===== src/rtl/ee_rd_pkg.sv =====
package ee_rd_pkg;
  localparam int unsigned ADDR_W = 16;
  localparam int unsigned HDR_W  = 24;
  localparam logic [7:0]  CMD_RD = 8'h03;

  typedef enum logic [3:0] {
    S_IDLE,
    S_EN_HI,
    S_EN_LO,
    S_O_SET,
    S_O_HI,
    S_O_LO,
    S_I_HI,
    S_I_LO,
    S_DIS_LO,
    S_DIS_HI
  } ee_state_e;
endpackage


===== src/rtl/ee_phase_timer.sv =====
module ee_phase_timer #(
  parameter int unsigned HALF_PERIOD = 4
) (
  input  logic clk_i,
  input  logic rst_ni,
  input  logic run_i,
  output logic end_o
);
  localparam int unsigned CW = $clog2(HALF_PERIOD + 1);
  localparam logic [CW-1:0] LAST = CW'(HALF_PERIOD - 1);

  logic [CW-1:0] cnt_q;

  assign end_o = run_i && (cnt_q == LAST);

  always_ff @(posedge clk_i or negedge rst_ni) begin
    if (!rst_ni)            cnt_q <= '0;
    else if (!run_i || end_o) cnt_q <= '0;
    else                    cnt_q <= cnt_q + 1'b1;
  end
endmodule


===== src/rtl/ee_shift_unit.sv =====
module ee_shift_unit
  import ee_rd_pkg::*;
(
  input  logic             clk_i,
  input  logic             rst_ni,
  input  logic             load_i,
  input  logic [HDR_W-1:0] hdr_i,
  input  logic             tx_shift_i,
  input  logic             rx_shift_i,
  input  logic             di_i,
  output logic             tx_bit_o,
  output logic [7:0]       rx_next_o
);
  logic [HDR_W-1:0] tx_q;
  logic [7:0]       rx_q;

  assign tx_bit_o  = tx_q[HDR_W-1];
  assign rx_next_o = {rx_q[6:0], di_i};

  always_ff @(posedge clk_i or negedge rst_ni) begin
    if (!rst_ni) begin
      tx_q <= '0;
      rx_q <= '0;
    end else begin
      if (load_i)          tx_q <= hdr_i;
      else if (tx_shift_i) tx_q <= {tx_q[HDR_W-2:0], 1'b0};
      if (rx_shift_i)      rx_q <= rx_next_o;
    end
  end
endmodule


===== src/rtl/ee_rd_seq.sv =====
module ee_rd_seq
  import ee_rd_pkg::*;
#(
  parameter int unsigned HALF_PERIOD = 4,
  parameter int unsigned CNT_W       = 8,
  parameter int unsigned BASE_W      = 32
) (
  input  logic              clk_i,
  input  logic              rst_ni,
  input  logic              start_i,
  input  logic [15:0]       addr_i,
  input  logic [BASE_W-1:0] base_i,
  input  logic [CNT_W-1:0]  count_i,
  input  logic              present_i,
  input  logic              absent_i,
  output logic              ee_acc_hi_o,
  output logic              ee_acc_lo_o,
  output logic              ee_clk_o,
  output logic              ee_do_o,
  input  logic              ee_di_i,
  output logic [7:0]        byte_o,
  output logic              byte_valid_o,
  output logic              busy_o,
  output logic              done_o,
  output logic              err_o
);
  localparam logic [4:0] HDR_LAST = 5'(HDR_W - 1);

  ee_state_e         state_q;
  logic [4:0]        bit_q;
  logic [CNT_W-1:0]  left_q;
  logic [7:0]        byte_q;
  logic              valid_q, done_q, err_q;
  logic              pe, fault, load, tx_shift, rx_shift, tx_bit;
  logic [ADDR_W-1:0] dev_addr;
  logic [7:0]        rx_next;

  assign dev_addr = addr_i + base_i[ADDR_W-1:0];
  assign fault    = !present_i || absent_i || ((base_i >> ADDR_W) != '0);
  assign load     = (state_q == S_IDLE) && start_i && !fault;
  assign tx_shift = (state_q == S_O_LO) && pe;
  assign rx_shift = (state_q == S_I_HI) && pe;

  ee_phase_timer #(.HALF_PERIOD(HALF_PERIOD)) u_timer (
    .clk_i (clk_i),
    .rst_ni(rst_ni),
    .run_i (state_q != S_IDLE),
    .end_o (pe)
  );

  ee_shift_unit u_shift (
    .clk_i     (clk_i),
    .rst_ni    (rst_ni),
    .load_i    (load),
    .hdr_i     ({CMD_RD, dev_addr}),
    .tx_shift_i(tx_shift),
    .rx_shift_i(rx_shift),
    .di_i      (ee_di_i),
    .tx_bit_o  (tx_bit),
    .rx_next_o (rx_next)
  );

  always_ff @(posedge clk_i or negedge rst_ni) begin
    if (!rst_ni) begin
      state_q <= S_IDLE;
      bit_q   <= '0;
      left_q  <= '0;
      byte_q  <= '0;
      valid_q <= 1'b0;
      done_q  <= 1'b0;
      err_q   <= 1'b0;
    end else begin
      valid_q <= 1'b0;
      done_q  <= 1'b0;
      err_q   <= 1'b0;
      case (state_q)
        S_IDLE: if (start_i) begin
          if (fault) begin
            done_q <= 1'b1;
            err_q  <= 1'b1;
          end else begin
            left_q  <= count_i;
            bit_q   <= '0;
            state_q <= S_EN_HI;
          end
        end
        S_EN_HI: if (pe) state_q <= S_EN_LO;
        S_EN_LO: if (pe) state_q <= S_O_SET;
        S_O_SET: if (pe) state_q <= S_O_HI;
        S_O_HI:  if (pe) state_q <= S_O_LO;
        S_O_LO: if (pe) begin
          if (bit_q == HDR_LAST) begin
            bit_q   <= '0;
            state_q <= (left_q == '0) ? S_DIS_LO : S_I_HI;
          end else begin
            bit_q   <= bit_q + 1'b1;
            state_q <= S_O_SET;
          end
        end
        S_I_HI: if (pe) begin
          if (bit_q == 5'd7) begin
            byte_q  <= rx_next;
            valid_q <= 1'b1;
          end
          state_q <= S_I_LO;
        end
        S_I_LO: if (pe) begin
          if (bit_q == 5'd7) begin
            bit_q   <= '0;
            left_q  <= left_q - 1'b1;
            state_q <= (left_q == CNT_W'(1)) ? S_DIS_LO : S_I_HI;
          end else begin
            bit_q   <= bit_q + 1'b1;
            state_q <= S_I_HI;
          end
        end
        S_DIS_LO: if (pe) state_q <= S_DIS_HI;
        S_DIS_HI: if (pe) begin
          state_q <= S_IDLE;
          done_q  <= 1'b1;
        end
        default: state_q <= S_IDLE;
      endcase
    end
  end

  assign ee_acc_hi_o  = (state_q != S_IDLE) && (state_q != S_DIS_HI);
  assign ee_acc_lo_o  = (state_q == S_IDLE) || (state_q == S_EN_HI) ||
                        (state_q == S_DIS_LO) || (state_q == S_DIS_HI);
  assign ee_clk_o     = (state_q == S_O_HI) || (state_q == S_I_HI);
  assign ee_do_o      = ((state_q == S_O_SET) || (state_q == S_O_HI) ||
                         (state_q == S_O_LO)) && tx_bit;
  assign byte_o       = byte_q;
  assign byte_valid_o = valid_q;
  assign busy_o       = (state_q != S_IDLE);
  assign done_o       = done_q;
  assign err_o        = err_q;
endmodule


===== config.mk =====
export PLATFORM = sky130hd
export DESIGN_NAME = ee_rd_seq
export DESIGN_NICKNAME = d
export VERILOG_FILES = /design/src/rtl/ee_rd_pkg.sv /design/src/rtl/ee_phase_timer.sv /design/src/rtl/ee_shift_unit.sv /design/src/rtl/ee_rd_seq.sv
export SDC_FILE = /design/constraint.sdc
export NUM_CORES = 1
export LEC_CHECK = 0
export BUFFER_PORTS_ARGS = -buffer_cell sky130_fd_sc_hd__clkbuf_2
export CAP_MARGIN = 40
export CELL_PAD_IN_SITES_DETAIL_PLACEMENT = 0
export CELL_PAD_IN_SITES_GLOBAL_PLACEMENT = 1
export CORE_MARGIN = 4
export CORE_UTILIZATION = 42
export DETAILED_ROUTE_END_ITERATION = 8
export PLACE_DENSITY_LB_ADDON = 0.12
export SETUP_SLACK_MARGIN = 0.05
export SLEW_MARGIN = 20
export SYNTH_ARGS = -nofsm -noshare
export SYNTH_HDL_FRONTEND = slang
export SYNTH_SLANG_ARGS = --single-unit

===== constraint.sdc =====
create_clock -name clk_i -period 3.02 [get_ports clk_i]
set_clock_uncertainty 0.1 [all_clocks]
set_input_delay 0.604 -clock clk_i [delete_from_list [all_inputs] [get_ports clk_i]]
set_output_delay 0.604 -clock clk_i [all_outputs]
set_load 0.005 [all_outputs]

* Word-level counts from Yosys, hierarchy flattened
Index checks and enable logic that the tools add are counted.
Word-level totals: bits in registers 62, input bits 62, logic and storage cells 109, output and inout bits 16, memories 0, latch bits 0, ROM bits 0, memory bits (writable) 0
Operators by class: muxes and demuxes 39, add/subtract/negate cells 4, magnitude comparators 0, divide/modulo/power cells 0, bitwise gates (word level) 0, shifts and indexed selects 0, eq/ne operators 26, $mul 0, reductions and logical operators 30
Operator list (count):
- $mux W4 | 15
- $mux W24 | 2
- $pmux W4 S10 | 1
- $mux W8 | 4
- $reduce_bool A32 Y1 | 1
- $mux W5 | 6
- $ne A2 B2 Y1 const B | 12
- $add A16 B16 Y16 | 1
- $eq A4 B3 Y1 const B | 4
- $pmux W8 S2 | 1
- $pmux W5 S3 | 1
- $reduce_and A11 Y1 | 1
- $reduce_and A5 Y1 | 2
- $logic_or A1 B1 Y1 | 9
- $eq A4 B2 Y1 const B | 2
- $eq A4 B4 Y1 const B | 2
- $eq A8 B1 Y1 const B | 1
- $logic_not A8 Y1 | 1
- $sub A8 B1 Y8 const B | 1
- $logic_and A1 B1 Y1 | 7
- $mux W1 | 7
- $add A5 B1 Y5 const B | 1
- $eq A5 B3 Y1 const B | 1
- $eq A5 B5 Y1 const B | 1
- 12 further kinds | 15

* Logic depth before layout (Yosys ltp)
Gate-level depths: netlist of run 1.
depth in word-level cells 6, depth in mapped cells 9, gate-level depth less buffers 8

* Hierarchy
From an unflattened synthesis of run 1, not the netlist that was laid out.
Unflattened totals: cells, all modules 425, area, all modules 4078.9 µm²
By module, submodules not included:
- ee_rd_seq | area an instance 2552.4 µm², times used 1, cells an instance 295
- ee_shift_unit | area an instance 1391.3 µm², times used 1, cells an instance 120
- ee_phase_timer | area an instance 135.1 µm², times used 1, cells an instance 10

* Worst setup path after synthesis of run 1
Ideal clock, no wire load.
path kind input -> register, from input port addr_i[0], to register u_shift.tx_q[14], data arrival time 2.412 ns, stages on the path 8, buffers on the path 0, slack 0.382 ns, path through ha_1 -> fa_1 -> a21o_1 -> a221oi_1 -> o31ai_1 -> o31ai_1 -> xor2_1 -> a21oi_1
On the way: cells in the longest elaborated chain, start to end 2
Ends and longest elaborated chain:
- start: declaration | RTL line ee_rd_seq.sv:11 | input logic [15:0] addr_i,
- $add A16 B16 Y16 | RTL line ee_rd_seq.sv:38 | assign dev_addr = addr_i + base_i[ADDR_W-1:0];
- $mux W24 | RTL line ee_shift_unit.sv:25 | if (load_i) tx_q <= hdr_i;
- end signal: assignment | RTL line ee_shift_unit.sv:25
- end signal: assignment | RTL line ee_shift_unit.sv:26 | else if (tx_shift_i) tx_q <= {tx_q[HDR_W-2:0], 1'b0};
- end: declaration | RTL line ee_shift_unit.sv:14 | logic [HDR_W-1:0] tx_q;
No other way between the ends. A chain may end at the register's enable or synchronous reset.

* Final worst setup path of run 1
from register state_q[1], to output port ee_do_o
On the way: cells in the longest elaborated chain, start to end 4, elaborated cells on any way between the ends 6, classes of those cells eq/ne: 3; reduce/logical: 3
Ends and longest elaborated chain:
- start: declaration | RTL line ee_rd_seq.sv:29 | ee_state_e state_q;
- start signal: assignment | RTL line ee_rd_seq.sv:94 | state_q <= (left_q == '0) ? S_DIS_LO : S_I_HI;
- start signal: assignment | RTL line ee_rd_seq.sv:111 | state_q <= (left_q == CNT_W'(1)) ? S_DIS_LO : S_I_HI;
- $eq A4 B2 Y1 or $eq A4 B3 Y1 (tied branches) | RTL line ee_rd_seq.sv:131 | assign ee_do_o = ((state_q == S_O_SET) || (state_q == S_O_HI) ||
- $logic_or A1 B1 Y1 | RTL line ee_rd_seq.sv:131
- $logic_or A1 B1 Y1 * | RTL line ee_rd_seq.sv:131
- $logic_and A1 B1 Y1 * | RTL line ee_rd_seq.sv:132 | (state_q == S_O_LO)) && tx_bit;
- end: declaration | RTL line ee_rd_seq.sv:19 | output logic ee_do_o,
Every way passes the cells marked *; elsewhere a longest branch is shown, timed or not.

==> results.py, run 1 <==
metrics = {
    "placement": {
        "gp_congestion": 0.862,
        "dpl.hpwl_um": 6090,
        "numPortBuffers": 77,
        "post_dp_cell_area_um2": 4250,
        "dp_cells": 572,
    },
    "critical_path": {
        "crit_type": "reg -> out",
        "crit_required_ps": 2320,
        "reg2reg_setup_slack_ps": 550,
        "crit_end": "ee_do_o",
        "r2r-start": "state_q[3]",
        "r2r-end": "byte_o[1]",
        "crit_arrival_ps": 2000,
        "reg2reg_depth": 5,
        "critical_path.startpoint_type": "register",
        "worstPathMaxFanout": 11,
        "startpoint": "state_q[1]",
        "endpoint_kind": "output pin",
    },
    "clock_tree": {
        "cts_hold_buf": 0,
        "clkSinkCount": 62,
        "cts_root_buf": "clkbuf_8",
        "htreeDepth": 3,
        "cts_tree": "built",
        "cts_buffers": 9,
        "path_clk_slew_ps": 70,
        "ctsResizeCount": 0,
        "cts_setup_buffers": 0,
        "insertion_delay_ps": 340,
        "clockBufferDepth": 2,
    },
    "logic_synthesis": {
        "ys_types": 51,
        "synth_nets": 482,
        "syn_inst": 398,
        "yosys_register_bits": 62,
        "synth-edff-count": 0,
        "yosysWarningCount": 0,
        "synth_top_cell_area_share_pct": 41.3,
        "netlist_area_um2": 3750,
        "synthFlopType": "dfrtp_1",
        "ys_seq_area_share_pct": 41.3,
        "ys_top_cells_by_area": "dfrtp_1 41%, ha_1 7.0%, mux2_2 6.3%",
        "async_flop_share_pct": 100,
        "synth_top_area_cell": "dfrtp_1",
        "syn_area_per_cell_um2": 9.43,
    },
    "route": {
        "drt_pass1_iterations": 5,
        "routed_wl_um": 7960,
        "drt-initial-drc-count": 134,
        "vias": 3160,
        "wire_per_inst_um": 13.5,
        "drc": 0,
        "antenna_left": 0,
        "via_per_inst": 5.37,
    },
    "hold_path": {
        "hold_class": "in -> async",
    },
    "power_and_ir_drop": {
        "ir_worst_vdd_v": 0.000192,
        "power_density_nw_per_um2": 548,
        "power_leakage_uw": 0.00206,
    },
    "timing": {
        "slew_headroom_pct": 62.8,
        "clock.fmax_mhz": 370,
        "period_needed_ps": 2700,
        "rsz0062_at_grt": "false",
        "hold_ws_ps": 73.2,
        "worst_pin_slew_ps": 551,
        "hold_violations": 0,
        "drv_slew": 0,
        "post-route-period-util_pct": 89.4,
        "setup_violations": 0,
        "setup_tns_ps": 0,
    },
    "global_routing": {
        "grt_pass1_vias": 3172,
        "grt_start_max_net_pins": 37,
        "grt_pass1_wl_um": 13800,
        "grt-ovfl-total": 0,
        "grt_use_total_pct": 16.3,
        "antenna_found_initial": 0,
    },
    "status": {
        "outcome": "finished clean",
    },
    "die": {
        "die_w_um": 103,
        "dieArea_um2": 10500,
        "row_count": 34,
        "coreArea_um2": 8720,
        "ios": 78,
        "die_h_um": 103,
        "initial_core_util_pct": 43.0,
    },
    "cells_and_area": {
        "syn_to_final_growth_pct": 17.9,
        "layout.nets": 559,
        "stdcell_area_um2": 4430,
        "instances_no_fill": 588,
        "drive_gt1_share_pct": 26.9,
        "final_util_pct": 50.7,
        "antenna_cells": 0,
    },
    "run": {
        "maxCapViolations": 0,
    },
}
## registers in the layout, indices dropped and copies added, names as in the netlist
signal and cells:
u_shift.tx_q 24, byte_o 8, left_q 8, u_shift.rx_q 7, bit_q 5, state_q 4
u_timer.cnt_q 3, byte_valid_o 1, done_o 1, err_o 1
## critical path, stage by stage, from the launching register on
cell,delay [ps]
dfrtp_1,570
buf_4,230
nand2_1,70
mux2_2,280
nor3b_1,310
clkbuf_2,180
## logic make-up after synthesis
kind of cell | share of synthesized area, %
and+or+nand+nor | 17.4
AOI/OAI and AO/OA | 16.4
DFF | 41.3
muxes | 10.1
buffers and inverters | 3.57
adders and majority gates | 7.53
xor gates and xnor gates | 3.73
## per-stage QoR
step / power [uW] / worst slack (ps)
after floorplan: 1570 / 382
after detailed placement: 1790 / 218
final: 2430 / 320
after global routing: 2610 / 219
after global placement: 1780 / 231
after CTS: 2460 / 244
## cells in the final DEF, fill, tap and decap left out, drive strengths merged, types with 4 or more instances in the layout
master	instances
nand3	9
mux2	22
a21o	4
and3	5
o31ai	5
buf	9
clkbuf	86
xnor2	10
nor2	27
a211oi	4
mux2i	13
ha	21
o21ai	35
nand2	49
inv	13
nor4	4
nor3	11
a21oi	32
xor2	6
dfrtp	62
## worst min path at each step
stage | slack, ps | depth (start not counted) | startpoint | end
floorplan | 210 | 0 | rst_ni | bit_q[0]
global placement | 330 | 1 | u_timer.cnt_q[0] | u_timer.cnt_q[0]
detailed placement | 340 | 1 | u_timer.cnt_q[0] | u_timer.cnt_q[0]
CTS | 80 | 1 | rst_ni | u_timer.cnt_q[0]
global route | 100 | 1 | rst_ni | u_shift.tx_q[18]
finish | 70 | 1 | rst_ni | u_timer.cnt_q[0]
## metal layers
metal | wire, um | global-route usage [%] | up-vias
met5 | 0 | 0 | -
met4 | 165 | 6.36 | 0
met3 | 425 | 3.18 | 13
met2 | 3760 | 28.1 | 85
met1 | 3610 | 20.0 | 1474
li1 | - | - | 1588
## synthesized netlist by cell type (3+ instances only)
master,instances
dfrtp_1,62
nand2_1,48
o21ai_0,35
a21oi_1,31
nor2_1,27
ha_1,21
mux2_2,21
mux2i_1,13
buf_2,11
inv_1,10
nor3_1,10
xnor2_1,10
nand3_1,9
clkbuf_1,7
xor2_1,6
and3_1,5
o31ai_1,5
a211oi_1,4
a21o_1,4
a22oi_1,3
and2_1,3
nand3b_1,3
nand4_1,3
nor3b_1,3
nor4_1,3
o211ai_1,3
o21bai_1,3
o22ai_1,3
or3_1,3
## power breakdown
group	switching, uW	internal [uW]
sequential	117	930
clock	356	307
combinational	380	336
total	854	1570
## area by class of cell
cell class                      instances  area (um2)
Fill cell                             822        4300
Multi-Input combinational cell        306        2070
Sequential cell                        62        1550
Timing Repair Buffer                   86         453
Tap cell                              108         135
Clock buffer                            9         124
Clock inverter                          7        56.3
Inverter                               10        37.5
Power figures use the tool's default switching activity.
==> inputs of run 2 (changes only) <==
CELL_PAD_IN_SITES_DETAIL_PLACEMENT = 1   (was 0)
==> results.py, run 2 (synthesis gave the netlist of run 1 again) <==
metrics = {
    "route": {
        "drt-initial-drc-count": 73,
        "antenna_left": 0,
        "routed_wl_um": 8790,
        "drc": 0,
        "vias": 3186,
        "via_per_inst": 5.42,
        "wire_per_inst_um": 14.9,
        "drt_pass1_iterations": 4,
    },
    "die": {
        "row_count": 34,
        "dieArea_um2": 10500,
        "coreArea_um2": 8720,
        "ios": 78,
        "die_w_um": 103,
        "initial_core_util_pct": 43.0,
        "die_h_um": 103,
    },
    "cells_and_area": {
        "final_util_pct": 50.9,
        "antenna_cells": 0,
        "layout.nets": 559,
        "most-common-layout-cells": "77 x clkbuf_2, 62 x dfrtp_1, 48 x nand2_1",
        "syn_to_final_growth_pct": 18.4,
        "top_register": "u_shift.tx_q",
        "final_common_cell": "clkbuf_2",
        "largest_register_ffs": 24,
        "drive_gt1_share_pct": 26.9,
        "instances_no_fill": 588,
    },
    "timing": {
        "clock.fmax_mhz": 368,
        "rsz0062_at_grt": "false",
        "worst_pin_slew_ps": 559,
        "setup_tns_ps": 0,
        "period_needed_ps": 2720,
        "hold_violations": 0,
        "slew_headroom_pct": 62.2,
        "drv_slew": 0,
        "setup_violations": 0,
        "post-route-period-util_pct": 90.1,
    },
    "critical_path": {
        "worst_path_dominant_cell_family": "flip-flops",
        "crit_required_ps": 2320,
        "crit_arrival_ps": 2020,
        "crit_buf_inv": 2,
        "endpoint_kind": "output pin",
        "crit_type": "reg -> out",
        "crit_slowest_cell": "dfrtp_1",
        "worstPathMaxFanout": 11,
        "max_stage_delay_ps": 570,
        "critical_path.startpoint_type": "register",
        "cp_cell_sequence": "buf_4 -> nand2_1 -> mux2_2 -> nor3b_1 -> clkbuf_2",
    },
    "clock_tree": {
        "cts_root_buf": "clkbuf_8",
        "cts_setup_buffers": 0,
        "ctsResizeCount": 0,
        "cts_hold_buf": 0,
        "cts_buffers": 9,
        "cts_tree": "built",
        "clkSinkCount": 62,
        "htreeDepth": 3,
        "path_clk_slew_ps": 70,
        "clockBufferDepth": 2,
        "insertion_delay_ps": 330,
    },
    "placement": {
        "numPortBuffers": 77,
        "dp_cells": 572,
        "dpl.hpwl_um": 6900,
        "gp_congestion": 0.862,
    },
    "global_routing": {
        "grt-ovfl-total": 0,
        "grt_use_total_pct": 17.9,
        "grt_start_max_net_pins": 37,
        "grt_pass1_wl_um": 15100,
        "antenna_found_initial": 0,
        "grt_pass1_vias": 3338,
    },
    "power_and_ir_drop": {
        "power_leakage_uw": 0.00207,
        "ir_worst_vdd_v": 0.000218,
        "power_density_nw_per_um2": 565,
    },
    "status": {
        "outcome": "finished clean",
    },
    "hold_path": {
        "hold_class": "in -> async",
    },
    "run": {
        "maxCapViolations": 0,
    },
}
[run 2: cell count changes in the layout (fill, tap and decap cells not counted), sizes merged]
cell    change
bufinv      +1
clkinv      +1
inv         -2
[run 2: metrics by stage]
step / cell area, um2 / power (uW) / worst slack (ps) / hold slack (ps)
2_1_floorplan: 3750 / 1570 / 382 / 208
3_3_place_gp: 4240 / 1780 / 231 / 330
3_5_place_dp: 4250 / 1810 / 203 / 352
4_1_cts: 4440 / 2550 / 262 / 74.0
5_1_grt: 4440 / 2700 / 193 / 89.2
6_report: 4440 / 2510 / 300 / 73.7
[run 2: final timing paths]
kind,slack [ps],end,cells past startpoint,startpoint
setup / recovery,300,ee_do_o,5,state_q[1]
hold reg to reg,360,u_timer.cnt_q[0],1,u_timer.cnt_q[0]
max in group asynchronous,2040,bit_q[1],2,rst_ni
hold / removal,70,err_o,1,rst_ni
setup reg to reg,510,byte_o[4],5,state_q[3]
min in group clk_i,360,u_timer.cnt_q[0],1,u_timer.cnt_q[0]
[run 2: final cells by class]
cell class	instances	area, um2
clock inverter	7	73.8
timing repair buffer	86	453
sequential	62	1550
clock buffer	9	124
tap	108	135
multi-input combinational	306	2070
fill	1050	4280
inverter	10	37.5
[run 2: power breakdown]
group | leakage (uW) | internal [uW] | switching (uW) | total, uW
registers | 0.000740 | 930 | 121 | 1050
logic | 0.00123 | 339 | 399 | 737
clock network | 0.0000996 | 383 | 339 | 722
total | 0.00207 | 1650 | 858 | 2510
[run 2: per-layer routing]
| layer | wire length, um | share of wire, % | global-route usage, % | up-vias |
|---|---|---|---|---|
| li1 | - | - | - | 1584 |
| met1 | 3830 | 44 | 22.1 | 1512 |
| met2 | 4270 | 49 | 30.5 | 74 |
| met3 | 430 | 4.9 | 3.38 | 16 |
| met4 | 248 | 2.8 | 7.57 | 0 |
| met5 | 0 | 0 | 0 | - |
==> inputs of run 3 (changes only) <==
CELL_PAD_IN_SITES_DETAIL_PLACEMENT = 2   (was 1)
CELL_PAD_IN_SITES_GLOBAL_PLACEMENT = 2   (was 1)
CORE_UTILIZATION = 34   (was 42)
==> results.py, run 3 (synthesis gave the netlist of run 1 again) <==
metrics = {
    "cells_and_area": {
        "most-common-layout-cells": "77 x clkbuf_2, 62 x dfrtp_1, 48 x nand2_1",
        "largest_register_ffs": 24,
        "drive_gt1_share_pct": 27.6,
        "layout.nets": 564,
        "antenna_cells": 0,
        "stdcell_area_um2": 4510,
        "top_register": "u_shift.tx_q",
        "instances_no_fill": 625,
        "final_common_cell": "clkbuf_2",
        "syn_to_final_growth_pct": 20.2,
        "final_util_pct": 41.6,
    },
    "route": {
        "vias": 3267,
        "drt-initial-drc-count": 139,
        "wire_per_inst_um": 16.3,
        "antenna_left": 0,
        "routed_wl_um": 10200,
        "drc": 0,
        "via_per_inst": 5.23,
        "drt_pass1_iterations": 4,
    },
    "die": {
        "coreArea_um2": 10800,
        "ios": 78,
        "die_h_um": 113,
        "row_count": 38,
        "dieArea_um2": 12800,
        "die_w_um": 113,
        "initial_core_util_pct": 34.6,
    },
    "critical_path": {
        "crit_type": "reg -> out",
        "r2r-start": "state_q[2]",
        "reg2reg_depth": 8,
        "cp_cell_sequence": "mux2_2 -> nor3b_1 -> clkbuf_2",
        "endpoint_kind": "output pin",
        "reg2reg_setup_slack_ps": 510,
        "crit_arrival_ps": 1890,
        "worstPathMaxFanout": 12,
        "crit_required_ps": 2320,
        "crit_slowest_cell": "dfrtp_1",
        "critical_path.startpoint_type": "register",
        "max_stage_delay_ps": 630,
        "r2r-end": "left_q[0]",
    },
    "timing": {
        "period_needed_ps": 2590,
        "layout_setup_ws_ps": 429,
        "setup_tns_ps": 0,
        "worst_pin_slew_ps": 735,
        "drv_slew": 0,
        "post-route-period-util_pct": 85.8,
        "setup_violations": 0,
        "clock.fmax_mhz": 386,
        "rsz0062_at_grt": "false",
        "slew_headroom_pct": 51.0,
        "hold_violations": 0,
    },
    "power_and_ir_drop": {
        "power_density_nw_per_um2": 551,
        "ir_worst_vdd_v": 0.000358,
        "power_leakage_uw": 0.00208,
    },
    "hold_path": {
        "hold_class": "in -> async",
    },
    "placement": {
        "post_dp_cell_area_um2": 4340,
        "post-place-ws_ps": 93.5,
        "dpl.hpwl_um": 7870,
        "dp_cells": 609,
        "numPortBuffers": 77,
        "gp_congestion": 0.761,
    },
    "global_routing": {
        "grt-ovfl-total": 0,
        "grt_start_max_net_pins": 36,
        "grt_pass1_wl_um": 17400,
        "antenna_found_initial": 0,
        "grt_pass1_vias": 3574,
        "grt_use_total_pct": 16.6,
    },
    "clock_tree": {
        "cts_root_buf": "clkbuf_8",
        "cts_setup_buffers": 0,
        "clkSinkCount": 62,
        "insertion_delay_ps": 340,
        "path_clk_slew_ps": 70,
        "htreeDepth": 3,
        "cts_buffers": 9,
        "cts_hold_buf": 0,
        "clockBufferDepth": 2,
        "ctsResizeCount": 0,
        "cts_tree": "built",
    },
    "status": {
        "outcome": "finished clean",
    },
    "run": {
        "maxCapViolations": 0,
    },
}
## run 3: changes by cell type in the layout (fill, tap and decap cells not counted)
cell and change:
clkinv_2 +1, buf_12 +1, clkinvlp_4 +2, bufinv_16 -1
clkbuf_8 +1, clkinv_4 -2, inv_6 -1, buf_4 +4
## run 3: area by class of cell
class	instances	area, um2
clock buffers	10	138
clock inverters	6	37.5
fillers	1198	6330
inverters	10	37.5
multi-input cells	306	2070
flip-flops and latches	62	1550
well taps	140	175
repair buffers	91	503
## run 3: report_power, final
part	switching (uW)	leakage (uW)	internal (uW)
combinational	472	0.00126	352
clock	328	0.0000841	315
sequential	87.2	0.000740	931
## run 3: layer usage
metal	global-route usage [%]	wire length (um)
met3	2.19	249
met1	21.7	4680
met4	5.45	133
met5	0	0
met2	28.4	5140
## run 3: worst max path at each step
stage | slack [ps] | to | startpoint
5_1_grt | 290 | left_q[0] | state_q[2]
3_3_place_gp | 210 | u_shift.tx_q[14] | addr_i[0]
2_1_floorplan | 380 | u_shift.tx_q[14] | addr_i[0]
6_report | 430 | ee_do_o | state_q[2]
4_1_cts | 430 | ee_do_o | state_q[2]
3_5_place_dp | 90 | u_shift.tx_q[14] | addr_i[0]
## run 3: through the flow
step,power (uW),hold WS [ps]
4_1_cts,2530,234
6_report,2480,226
2_1_floorplan,1570,208
5_1_grt,2680,268
3_3_place_gp,1820,329
3_5_place_dp,1870,346
## run 3: critical path: cells and delay by family (launching register included)
family                 cells  cell delay [ps]
multiplexers               1              390
AND/OR/NAND/NOR            1              350
flip-flops                 1              630
buffers and inverters      1              190
